**config.mk**
```make
export PLATFORM = sky130hd
export DESIGN_NAME = sdcmp_top
export DESIGN_NICKNAME = d
export VERILOG_FILES = /design/src/rtl/sdcmp_pkg.sv /design/src/rtl/sdcmp_capture.sv /design/src/rtl/sdcmp_sinc3.sv /design/src/rtl/sdcmp_limits.sv /design/src/rtl/sdcmp_top.sv
export SDC_FILE = /design/constraint.sdc
export NUM_CORES = 1
export LEC_CHECK = 0
export BUFFER_PORTS_ARGS = -buffer_cell sky130_fd_sc_hd__clkbuf_2
export CAP_MARGIN = 10
export CORE_MARGIN = 2
export CORE_UTILIZATION = 25
export CTS_BUF_LIST = sky130_fd_sc_hd__clkbuf_8
export DETAILED_ROUTE_END_ITERATION = 10
export SKIP_LAST_GASP = 1
export SYNTH_ARGS = -nofsm -noshare
export SYNTH_HDL_FRONTEND = slang
export SYNTH_SLANG_ARGS = --single-unit
export TNS_END_PERCENT = 10
```
**constraint.sdc**
```tcl
create_clock -name clk -period 9.2 [get_ports clk]
set_input_delay 1.84 -clock clk [delete_from_list [all_inputs] [get_ports clk]]
set_output_delay 1.84 -clock clk [all_outputs]
set_load 0.01 [all_outputs]
```
**src/rtl/sdcmp_pkg.sv**
```systemverilog
package sdcmp_pkg;

    // The pair of sticky limit flags.
    typedef struct packed {
        logic over;
        logic under;
    } lim_flags_t;

endpackage

```
**src/rtl/sdcmp_capture.sv**
```systemverilog
// Brings the modulator clock and data into the system domain.
// Emits one strobe per modulator rising edge, with the data seen at that edge.
module sdcmp_capture (
    input  logic clk,
    input  logic rst_n,
    input  logic mod_clk,
    input  logic mod_data,
    output logic bit_stb,
    output logic bit_val
);

    typedef struct packed {
        logic [2:0] ck;
        logic [1:0] dt;
        logic       stb;
        logic       bv;
    } cap_t;

    cap_t cap_d, cap_q;

    always_comb begin
        cap_d     = cap_q;
        cap_d.ck  = {cap_q.ck[1:0], mod_clk};
        cap_d.dt  = {cap_q.dt[0], mod_data};
        // Taps ck[1] and dt[1] have the same age.
        cap_d.stb = cap_q.ck[1] & ~cap_q.ck[2];
        cap_d.bv  = cap_q.dt[1];
    end

    always_ff @(posedge clk or negedge rst_n) begin
        if (!rst_n) cap_q <= '0;
        else        cap_q <= cap_d;
    end

    assign bit_stb = cap_q.stb;
    assign bit_val = cap_q.bv;

    // An edge needs a low sample before it, so two strobes never touch.
    AST_BIT_ONCE: assert property (@(posedge clk) disable iff (!rst_n)
        bit_stb |=> !bit_stb);

endmodule

```
**src/rtl/sdcmp_sinc3.sv**
```systemverilog
// Third-order sinc decimator with wrap-around accumulators.
// The output is clamped to the largest positive OUT_W-bit value.
module sdcmp_sinc3 #(
    parameter int OSR   = 32,
    parameter int OUT_W = 16
) (
    input  logic             clk,
    input  logic             rst_n,
    input  logic             bit_stb,
    input  logic             bit_val,
    output logic             dec_stb,
    output logic [OUT_W-1:0] dec_val
);

    localparam int ACC_W = 3 * $clog2(OSR) + 1;
    localparam int CNT_W = $clog2(OSR);
    localparam int EXT_W = (ACC_W > OUT_W) ? ACC_W : OUT_W;
    localparam logic [EXT_W-1:0] SAT_X = EXT_W'((64'd1 << (OUT_W - 1)) - 64'd1);
    localparam logic [OUT_W-1:0] SAT_V = SAT_X[OUT_W-1:0];

    typedef struct packed {
        logic [ACC_W-1:0] i1;
        logic [ACC_W-1:0] i2;
        logic [ACC_W-1:0] i3;
        logic [ACC_W-1:0] d1;
        logic [ACC_W-1:0] d2;
        logic [ACC_W-1:0] d3;
        logic [CNT_W-1:0] cnt;
        logic             stb;
        logic [OUT_W-1:0] val;
    } sinc_t;

    sinc_t sinc_d, sinc_q;
    logic [ACC_W-1:0] c1, c2, c3;
    logic [EXT_W-1:0] c3x;

    always_comb begin
        sinc_d     = sinc_q;
        sinc_d.stb = 1'b0;
        c1  = '0;
        c2  = '0;
        c3  = '0;
        c3x = '0;
        if (bit_stb) begin
            sinc_d.i1 = sinc_q.i1 + ACC_W'(bit_val);
            sinc_d.i2 = sinc_q.i2 + sinc_q.i1;
            sinc_d.i3 = sinc_q.i3 + sinc_q.i2;
            if (sinc_q.cnt == CNT_W'(OSR - 1)) begin
                sinc_d.cnt = '0;
                c1 = sinc_d.i3 - sinc_q.d1;
                c2 = c1 - sinc_q.d2;
                c3 = c2 - sinc_q.d3;
                sinc_d.d1  = sinc_d.i3;
                sinc_d.d2  = c1;
                sinc_d.d3  = c2;
                c3x        = EXT_W'(c3);
                sinc_d.val = (c3x > SAT_X) ? SAT_V : c3x[OUT_W-1:0];
                sinc_d.stb = 1'b1;
            end else begin
                sinc_d.cnt = sinc_q.cnt + 1'b1;
            end
        end
    end

    always_ff @(posedge clk or negedge rst_n) begin
        if (!rst_n) sinc_q <= '0;
        else        sinc_q <= sinc_d;
    end

    assign dec_stb = sinc_q.stb;
    assign dec_val = sinc_q.val;

    AST_DEC_CLAMPED: assert property (@(posedge clk) disable iff (!rst_n)
        dec_stb |-> (dec_val <= SAT_V));
    AST_DEC_FROM_BIT: assert property (@(posedge clk) disable iff (!rst_n)
        dec_stb |-> $past(bit_stb));

endmodule

```
**src/rtl/sdcmp_limits.sv**
```systemverilog
// Compares each decimated result with the two limits and latches sticky flags.
// Results are ignored until SETTLE strobes have passed since reset.
module sdcmp_limits
    import sdcmp_pkg::*;
#(
    parameter int THR_W  = 16,
    parameter int SETTLE = 3
) (
    input  logic             clk,
    input  logic             rst_n,
    input  logic             dec_stb,
    input  logic [THR_W-1:0] dec_val,
    input  logic [THR_W-1:0] hi_lim,
    input  logic [THR_W-1:0] lo_lim,
    input  logic             clr_over,
    input  logic             clr_under,
    output lim_flags_t       flags
);

    localparam int SET_W = (SETTLE < 1) ? 1 : $clog2(SETTLE + 1);

    typedef struct packed {
        lim_flags_t       fl;
        logic [SET_W-1:0] seen;
    } lim_t;

    lim_t lim_d, lim_q;
    logic armed, cmp_en;

    always_comb begin
        lim_d  = lim_q;
        armed  = (lim_q.seen == SET_W'(SETTLE));
        cmp_en = dec_stb & armed;
        if (dec_stb && !armed) lim_d.seen = lim_q.seen + 1'b1;
        if (clr_over)  lim_d.fl.over  = 1'b0;
        if (clr_under) lim_d.fl.under = 1'b0;
        // A set in the same cycle as a clear wins.
        if (cmp_en && (dec_val > hi_lim)) lim_d.fl.over  = 1'b1;
        if (cmp_en && (dec_val < lo_lim)) lim_d.fl.under = 1'b1;
    end

    always_ff @(posedge clk or negedge rst_n) begin
        if (!rst_n) lim_q <= '0;
        else        lim_q <= lim_d;
    end

    assign flags = lim_q.fl;

    AST_OVER_CAUSE: assert property (@(posedge clk) disable iff (!rst_n)
        $rose(flags.over) |-> $past(dec_stb && (dec_val > hi_lim)));
    AST_UNDER_CAUSE: assert property (@(posedge clk) disable iff (!rst_n)
        $rose(flags.under) |-> $past(dec_stb && (dec_val < lo_lim)));
    AST_OVER_HOLD: assert property (@(posedge clk) disable iff (!rst_n)
        (flags.over && !clr_over) |=> flags.over);
    AST_CLR_OVER: assert property (@(posedge clk) disable iff (!rst_n)
        (clr_over && !dec_stb) |=> !flags.over);
    AST_CLR_UNDER: assert property (@(posedge clk) disable iff (!rst_n)
        (clr_under && !dec_stb) |=> !flags.under);

endmodule

```
**src/rtl/sdcmp_top.sv**
```systemverilog
module sdcmp_top
    import sdcmp_pkg::*;
#(
    parameter int OSR    = 32,
    parameter int THR_W  = 16,
    parameter int SETTLE = 3
) (
    input  logic             clk,
    input  logic             rst_n,
    input  logic             mod_clk,
    input  logic             mod_data,
    input  logic [THR_W-1:0] hi_lim,
    input  logic [THR_W-1:0] lo_lim,
    input  logic             en_over,
    input  logic             en_under,
    input  logic             clr_over,
    input  logic             clr_under,
    output logic [THR_W-1:0] filt_out,
    output logic             filt_stb,
    output logic             over_flag,
    output logic             under_flag,
    output logic             irq
);

    logic       bit_stb, bit_val;
    lim_flags_t flags;

    sdcmp_capture u_cap (
        .clk      (clk),
        .rst_n    (rst_n),
        .mod_clk  (mod_clk),
        .mod_data (mod_data),
        .bit_stb  (bit_stb),
        .bit_val  (bit_val)
    );

    sdcmp_sinc3 #(.OSR(OSR), .OUT_W(THR_W)) u_sinc (
        .clk     (clk),
        .rst_n   (rst_n),
        .bit_stb (bit_stb),
        .bit_val (bit_val),
        .dec_stb (filt_stb),
        .dec_val (filt_out)
    );

    sdcmp_limits #(.THR_W(THR_W), .SETTLE(SETTLE)) u_lim (
        .clk       (clk),
        .rst_n     (rst_n),
        .dec_stb   (filt_stb),
        .dec_val   (filt_out),
        .hi_lim    (hi_lim),
        .lo_lim    (lo_lim),
        .clr_over  (clr_over),
        .clr_under (clr_under),
        .flags     (flags)
    );

    assign over_flag  = flags.over;
    assign under_flag = flags.under;
    assign irq        = (flags.over & en_over) | (flags.under & en_under);

endmodule

```
[Yosys cells after proc, flatten, opt, wreduce, memory -nomap -nowiden]
Cells that the tools add are included.
Storage, ports and cells
  input port bits: 40
  flip-flop bits (word level): 129
  word-level logic and storage cells: 50
Operators by class
  equal/unequal tests: 2
  $lt $le $gt $ge: 3
  reductions and logical operators: 7
  bitwise gates (word level): 6
  add/subtract/negate cells: 8
  mux-type cells: 8
Operator list (count)
  $sub A16 B16 Y16: 3
  $mux W17: 2
  $add A16 B16 Y16: 2
  $add A16 B1 Y16: 1
  $gt A16 B15 Y1 const B: 1
  $gt A16 B16 Y1: 1
  $lt A16 B16 Y1: 1
  $mux W16: 1
  $add A5 B1 Y5 const B: 1
  $eq A5 B5 Y1 const B: 1
  $mux W5: 1
  $and A1 B1 Y1: 4
  $mux W1: 4
  $reduce_bool A2 Y1: 2
  $logic_and A1 B1 Y1: 3
  $add A2 B1 Y2 const B: 1
  $eq A2 B2 Y1 const B: 1
  $reduce_and A2 Y1: 1
  $logic_not A1 Y1: 1
  $not A1 Y1: 1
  $or A1 B1 Y1: 1

[Longest topological paths before layout]
Gate-level depths: netlist of run 1.
  depth after elaboration: 8
  gate-level depth with buffers: 31
  gate-level depth less buffers: 30

[Hierarchy]
A second synthesis of run 1 with hierarchy kept.
Unflattened totals
  cells, all modules: 978
  area, all modules: 9012.4 µm²
Modules (own cells, without submodules)
  sdcmp_sinc3: instances 1, area each 7858.8 µm², cells an instance 845, seq. area each 2952.8 µm²
  sdcmp_limits: instances 1, area each 955.9 µm², cells an instance 124, seq. area each 100.1 µm²
  sdcmp_capture: instances 1, area each 188.9 µm², cells an instance 8, seq. area each 175.2 µm²
  sdcmp_top: instances 1, area each 8.8 µm², cells an instance 1, seq. area each 0.0 µm²

[Worst setup path before layout of run 1]
No wires, ideal clock.
  kind: register to register
  start point: register u_sinc.sinc_q[86] in the netlist's numbering
  end point: register u_sinc.sinc_q, in the netlist u_sinc.dec_val[11]
  data required time: 9135 ps
  data arrival time: 5884 ps
  library setup time: 65 ps
  slack: 3251 ps
  stages on the path, launching flop included: 31
  path through: dfrtp_1 -> ha_1 -> fa_1 -> a21o_1 -> a21oi_1 -> o21bai_1 -> a21oi_1 -> o21bai_1 -> a21oi_1 -> xnor2_1 -> ha_1 -> a21o_1 -> a221oi_1 -> o21ai_0 -> a21oi_1 -> xnor2_1 -> ha_1 -> nor3_1 -> nor2_1 -> nand2_1 -> xnor2_1 -> ha_1 -> a21oi_1 -> inv_1 -> o21ai_0 -> mux2_2 -> nor2_1 -> xnor3_2 -> nand2_2 -> buf_6 -> o22a_1
On the way
  word-level cells in the longest chain between the ends: 6
RTL lines
  start, declared: RTL line sdcmp_sinc3.sv:33  | sinc_t sinc_d, sinc_q;
  start signal, assigned: RTL line sdcmp_sinc3.sv:67  | else sinc_q <= sinc_d;
  $add A16 B16 Y16 *: RTL line sdcmp_sinc3.sv:47  | sinc_d.i3 = sinc_q.i3 + sinc_q.i2;
  $sub A16 B16 Y16 *: RTL line sdcmp_sinc3.sv:50  | c1 = sinc_d.i3 - sinc_q.d1;
  $sub A16 B16 Y16 *: RTL line sdcmp_sinc3.sv:51  | c2 = c1 - sinc_q.d2;
  $sub A16 B16 Y16 *: RTL line sdcmp_sinc3.sv:52  | c3 = c2 - sinc_q.d3;
  $gt A16 B15 Y1: RTL line sdcmp_sinc3.sv:57  | sinc_d.val = (c3x > SAT_X) ? SAT_V : c3x[OUT_W-1:0];
  $mux W16 *: RTL line sdcmp_sinc3.sv:57
Mark *: on every way between the ends. The rest lies on a longest branch, timed or not.
A chain may end at the register's enable or synchronous reset.

[Final worst setup path of run 1]
  start point: register u_sinc.sinc_q[86] in the netlist's numbering
  end point: register u_sinc.sinc_q, in the netlist u_sinc.dec_val[12]
The elaborated chain is that of the path after synthesis.

==> impl_metrics.py, run 1 <==
metrics = {
    "synthesis": {
        "netlist_instances": 977,
        "yosysSeqAreaShare_pct": 35.7,
        "synth_cell_type_count": 58,
        "synth_common_cells": "dfrtp_1, inv_1, ha_1, nand2_1, o21ai_0",
        "synthFlopType": "dfrtp_1",
        "synth_area_leaders": "dfrtp_1, ha_1, xnor2_1",
        "yosysMostFrequentCell": "dfrtp_1",
        "ys_async_sr_fraction_pct": 100,
        "synth_edf_count": 0,
        "netlist.area_leader.share_pct": 35.7,
        "syn_area_mm2": 0.00903,
        "avgSynthCellArea_um2": 9.25,
        "yosysTopAreaCell": "dfrtp_1",
        "syn_nets": 1133,
        "yosysWarnings": 0,
        "ys_ff_latch": 129,
    },
    "global_routing": {
        "grt_overflow": 0,
        "antenna_found_initial": 0,
        "grt_pass1_wl_um": 30600,
        "grt_start_max_net_pins": 67,
        "grt_pass1_vias": 6635,
        "grtUsageTotal_pct": 9.56,
    },
    "setup_path": {
        "crit_start": "u_sinc.sinc_q[86]$_DFFE_PN0P_",
        "cp_slowest_stage_delay_ps": 420,
        "crit_top_cell": "a21oi_1",
        "cp-start-kind": "register",
        "critPathSlowestCell": "fa_1",
        "r2r_start": "u_sinc.sinc_q[86]$_DFFE_PN0P_",
        "cp_max_fo": 12,
        "arrival_ps": 7100,
        "crit_path_end_kind": "register",
        "critPathRequiredTime_ps": 9590,
        "setup.worst_path.class": "reg2reg",
    },
    "drt": {
        "vias_per_cell": 4.41,
        "vias": 6597,
        "ant_nets": 0,
        "drc": 0,
        "drtIter0Drc": 312,
        "dr.pass1.iters": 8,
        "drt_wl_total_um": 17400,
        "wl_per_cell_um": 11.6,
    },
    "cts": {
        "cts_hold_buf": 0,
        "cts_resized": 0,
        "cts_buffers": 17,
        "cts.htree.levels": 4,
        "root_buffer": "clkbuf_8",
        "cts_tree": "yes",
        "clk_latency_ps": 450,
        "cts_setup_buffers": 0,
        "cts_sinks": 129,
        "cts_buffer_depth": 2,
        "clkSlewWorstSetupHoldPaths_ps": 90,
    },
    "placement": {
        "place_area_mm2": 0.00974,
        "io_buffers": 59,
        "post-dp-hpwl_um": 13000,
        "place.gp.congestion": 0.819,
    },
    "sta": {
        "post-route-min-period_ps": 6710,
        "fmax_ghz": 0.149,
        "fin_crit_sh_pct": 72.9,
        "skew_ps": 17.0,
        "slew_viol_final": 0,
        "slew_headroom_pct": 45.3,
        "timing.hold.ws_ps": 353,
        "hold_viol": 0,
        "worst_slew_pin_slew_ps": 821,
        "setup_viol_count_final": 0,
        "rsz0062_at_grt": "no",
        "setup_tns_ps": 0,
    },
    "outcome": {
        "run_status": "complete, no violations",
    },
    "job": {
        "drv_cap": 0,
    },
    "cells_and_area": {
        "stdcell_area_mm2": 0.0101,
        "diodes": 0,
        "syn_to_final_growth_pct": 12.1,
        "fin_nets": 1179,
        "drive_gt1_share_pct": 13.2,
    },
    "floorplan": {
        "rows": 69,
        "dieArea_mm2": 0.0377,
        "core_area_mm2": 0.0356,
        "start_util_pct": 25.4,
        "io_pins": 60,
        "dieHeight_um": 194,
        "die_x_um": 194,
    },
    "hold_path": {
        "hold_path.class": "reg2reg",
        "min_from": "u_cap.cap_d[5]$_DFF_PN0_",
    },
}
-- sequential cells by signal, summed over array words and instances, names as in the netlist --
signal          count
u_sinc.dec_stb      1
u_sinc.sinc_q     101
u_cap.cap_q         1
u_lim.lim_q         2
u_lim.flags         2
u_sinc.dec_val     16
u_cap.cap_d         4
u_cap.bit_stb       1
u_cap.bit_val       1
-- path summary, 6_finish.rpt --
path,endpoint,slack (ps),depth (start not counted)
min,u_cap.cap_d[6]$_DFF_PN0_,350,0
min reg2reg,u_cap.cap_d[6]$_DFF_PN0_,350,0
max in group asynchronous,u_sinc.sinc_q[28]$_DFFE_PN0P_,6540,2
max,u_sinc.dec_val[12]$_DFFE_PN0P_,2490,29
min in group asynchronous,u_sinc.sinc_q[116]$_DFFE_PN0P_,1370,1
max reg2reg,u_sinc.dec_val[12]$_DFFE_PN0P_,2490,29
-- cells by family (layout without fill, tap and decap cells) --
group / count (synthesis) / in the layout / synth area share, %
AO/OA/AOI/OAI: 231 / 231 / 16.1
XOR/XNOR: 73 / 73 / 7.41
adder cells (fa/ha/maj): 116 / 116 / 16.5
AND/OR/NAND/NOR: 241 / 241 / 12.6
buffers and inverters: 149 / 208 / 6.94
multiplexers: 38 / 38 / 4.71
flip-flops: 129 / 129 / 35.7
-- per-stage QoR --
| step | instances | utilization (%) | setup slack, ps |
|---|---|---|---|
| after global placement | 1465 | 27.4 | 2760 |
| after global routing | 1497 | 28.5 | 1890 |
| after CTS | 1497 | 28.5 | 2500 |
| after detailed placement | 1465 | 27.4 | 2530 |
| final | 1497 | 28.5 | 2490 |
| after floorplan | 977 | - | 3250 |
-- layout by cell type (no fill, tap or decap), types with 13 or more instances in the layout --
cell / synthesis / final
nor3_1: 14 / 14
nor2b_1: 20 / 20
o21a_1: 13 / 13
a21oi_1: 44 / 44
nor2_1: 58 / 58
clkbuf_8: 0 / 17
xnor2_1: 50 / 50
a21o_1: 21 / 21
nand2_1: 81 / 81
mux2_2: 36 / 36
o21ai_0: 81 / 81
nand3_1: 19 / 19
inv_1: 113 / 114
dfrtp_1: 129 / 129
clkbuf_2: 0 / 58
xor2_1: 21 / 21
ha_1: 111 / 111
-- critical path: cells and delay by family, from the launching register on --
kind / cells / cell delay, ps
simple gates: 5 / 630
xor+xnor: 4 / 810
buf+inv: 1 / 50
compound gates: 13 / 2660
mux: 1 / 370
fa+ha+maj: 5 / 1720
flops: 1 / 410
-- per-layer routing --
metal / track usage (%) / vias to the layer above / wire length [um]
met2: 15.9 / 92 / 7740
met5: 0 / - / 0
met3: 2.23 / 10 / 638
li1: - / 3464 / -
met4: 2.36 / 0 / 135
met1: 12.5 / 3031 / 8920
-- layout make-up --
| cell class | count | area [um^2] |
|---|---|---|
| multi-input cells | 699 | 5180 |
| repair buffers | 62 | 324 |
| well taps | 461 | 577 |
| fillers | 3777 | 25400 |
| clock inverters | 15 | 159 |
| inverters | 114 | 428 |
| clock buffers | 17 | 234 |
| flip-flops and latches | 129 | 3230 |
Power of run 1 is left out: the tool's default activity adds up to more than one toggle a clock period on the data nets, which glitch-free logic cannot reach.
==> inputs of run 2 (changes only) <==
Clock period 9.2 ns to 5.4 ns, I/O delays scaled along.
==> run 2 against run 1 <==
  * Maximum frequency grew 15%
  * Clock skew is essentially flat
  * First-iteration DRC count shrank 14%
  * The flow now finishes with violations (setup timing)
  * Cell count grew 7.9%
  * Critical endpoint is now u_sinc.dec_val[10]$_DFFE_PN0P_
  * Utilization grew 3.6 points
  * Global-route usage grew 0.72 points
  * Flip-flop and latch count is the same
  * Setup slack lost 2900 ps
  * Clock-buffer cell count is the same
==> impl_metrics.py, run 2 (synthesis gave the netlist of run 1 again) <==
metrics = {
    "drt": {
        "vias": 7077,
        "dr.pass1.iters": 4,
        "drtIter0Drc": 269,
        "drt_wl_total_um": 18400,
        "wl_per_cell_um": 11.4,
        "drc": 0,
        "ant_nets": 0,
        "vias_per_cell": 4.38,
    },
    "sta": {
        "timing.hold.ws_ps": 355,
        "slew_headroom_pct": 43.6,
        "hold_viol": 0,
        "slew_viol_final": 0,
        "worst_slew_pin_slew_ps": 843,
        "skew_ps": 17.5,
        "post-route-min-period_ps": 5830,
        "fmax_ghz": 0.171,
        "setup_viol_count_final": 15,
        "setup_tns_ps": -5880,
        "rsz0062_at_grt": "yes",
        "fin_crit_sh_pct": 108,
        "fin_ws_ps": -432,
    },
    "floorplan": {
        "die_x_um": 194,
        "core_area_mm2": 0.0356,
        "io_pins": 60,
        "dieHeight_um": 194,
        "start_util_pct": 25.4,
        "rows": 69,
        "dieArea_mm2": 0.0377,
    },
    "setup_path": {
        "cp.buffers_inverters": 3,
        "setup.worst_path.class": "reg2reg",
        "critPathSlowestCell": "ha_1",
        "cp_num_cells": 31,
        "cp_slowest_stage_delay_ps": 400,
        "cp_max_fo": 3,
        "arrival_ps": 6220,
        "reg2reg_depth": 31,
        "reg2reg_slack_ps": -430,
        "path_delay_family": "compound AO/OA/AOI/OAI gates",
        "rr_endpoint": "u_sinc.dec_val[10]$_DFFE_PN0P_",
        "crit_path_end_kind": "register",
        "r2r_start": "u_sinc.sinc_q[70]$_DFFE_PN0P_",
        "critPathRequiredTime_ps": 5790,
        "cp-start-kind": "register",
    },
    "cts": {
        "cts_sinks": 129,
        "clk_latency_ps": 460,
        "cts_buffers": 17,
        "root_buffer": "clkbuf_8",
        "cts_hold_buf": 0,
        "cts_buffer_depth": 2,
        "clkSlewWorstSetupHoldPaths_ps": 90,
        "cts.htree.levels": 4,
        "cts_tree": "yes",
    },
    "global_routing": {
        "grtUsageTotal_pct": 10.3,
        "grt_pass1_wl_um": 32900,
        "grt_pass1_vias": 7277,
        "antenna_found_initial": 0,
        "grt_start_max_net_pins": 89,
        "grt_overflow": 0,
    },
    "outcome": {
        "violations": "setup timing",
        "run_status": "complete, but fails checks",
    },
    "placement": {
        "post-dp-hpwl_um": 13600,
        "place.gp.congestion": 0.811,
        "io_buffers": 59,
    },
    "cells_and_area": {
        "fin_util_pct": 32.0,
        "largest_reg_flops": 101,
        "top_register": "u_sinc.sinc_q",
        "syn_to_final_growth_pct": 26.2,
        "layout_common_cells": "dfrtp_1, buf_4, inv_1",
        "layout_commonest_cell": "dfrtp_1",
        "diodes": 0,
        "fin_nets": 1299,
        "drive_gt1_share_pct": 26.2,
    },
    "hold_path": {
        "min_from": "u_cap.cap_d[0]$_DFF_PN0_",
        "hold_depth": 0,
        "min_to": "u_cap.bit_val$_DFF_PN0_",
        "hold_path.class": "reg2reg",
    },
    "job": {
        "drv_cap": 0,
    },
}
run 2: worst reg2reg max path, delay by kind of cell, from the launching register on:
family / cells / cell delay [ps]
adders and majority gates: 5 / 1490
buffers and inverters: 3 / 430
xor gates and xnor gates: 3 / 560
DFF: 1 / 390
and+or+nand+nor: 5 / 530
muxes: 1 / 320
AOI/OAI and AO/OA: 14 / 2050
run 2: through the flow:
step                std cells  setup WS, ps  instance area (um^2)
floorplan                 977          -203                  9070
global placement         1564          -471                 10500
detailed placement       1564          -545                 10500
global route             1616          -760                 11400
finish                   1616          -432                 11400
CTS                      1610          -448                 11200
run 2: routing by layer:
metal | part of all wire (%) | track usage [%] | vias to the layer above
met3 | 3.0 | 2.05 | 21
met1 | 50 | 13.0 | 3267
li1 | - | - | 3708
met4 | 1.4 | 3.34 | 0
met2 | 46 | 17.5 | 81
met5 | 0 | 0 | -
run 2: worst max path at each step:
stage / startpoint / end / slack (ps)
2_1_floorplan: u_sinc.sinc_q[86]$_DFFE_PN0P_ / u_sinc.dec_val[11]$_DFFE_PN0P_ / -200
6_report: u_sinc.sinc_q[70]$_DFFE_PN0P_ / u_sinc.dec_val[10]$_DFFE_PN0P_ / -430
3_5_place_dp: u_sinc.sinc_q[70]$_DFFE_PN0P_ / u_sinc.dec_val[5]$_DFFE_PN0P_ / -540
3_3_place_gp: u_sinc.sinc_q[70]$_DFFE_PN0P_ / u_sinc.dec_val[11]$_DFFE_PN0P_ / -470
5_1_grt: u_sinc.sinc_q[70]$_DFFE_PN0P_ / u_sinc.dec_val[10]$_DFFE_PN0P_ / -760
4_1_cts: u_sinc.sinc_q[86]$_DFFE_PN0P_ / u_sinc.dec_val[10]$_DFFE_PN0P_ / -450
run 2: cell type report:
cell class	instances	area (um^2)
clock buffer	17	234
clock inverter	14	179
fill	3661	24200
inverter	114	428
multi-input combinational	700	5520
sequential	129	3230
tap	461	577
timing repair buffer	181	1230
run 2: timing repair:
action / 4_1_cts / 5_1_grt
buffers inserted: 14 / 6
gates cloned: 1 / 0
resized for setup: 33 / 25
setup endpoints to repair: 15 / 16
pin swaps: 41 / 33
Power of run 2 is left out for the same reason.
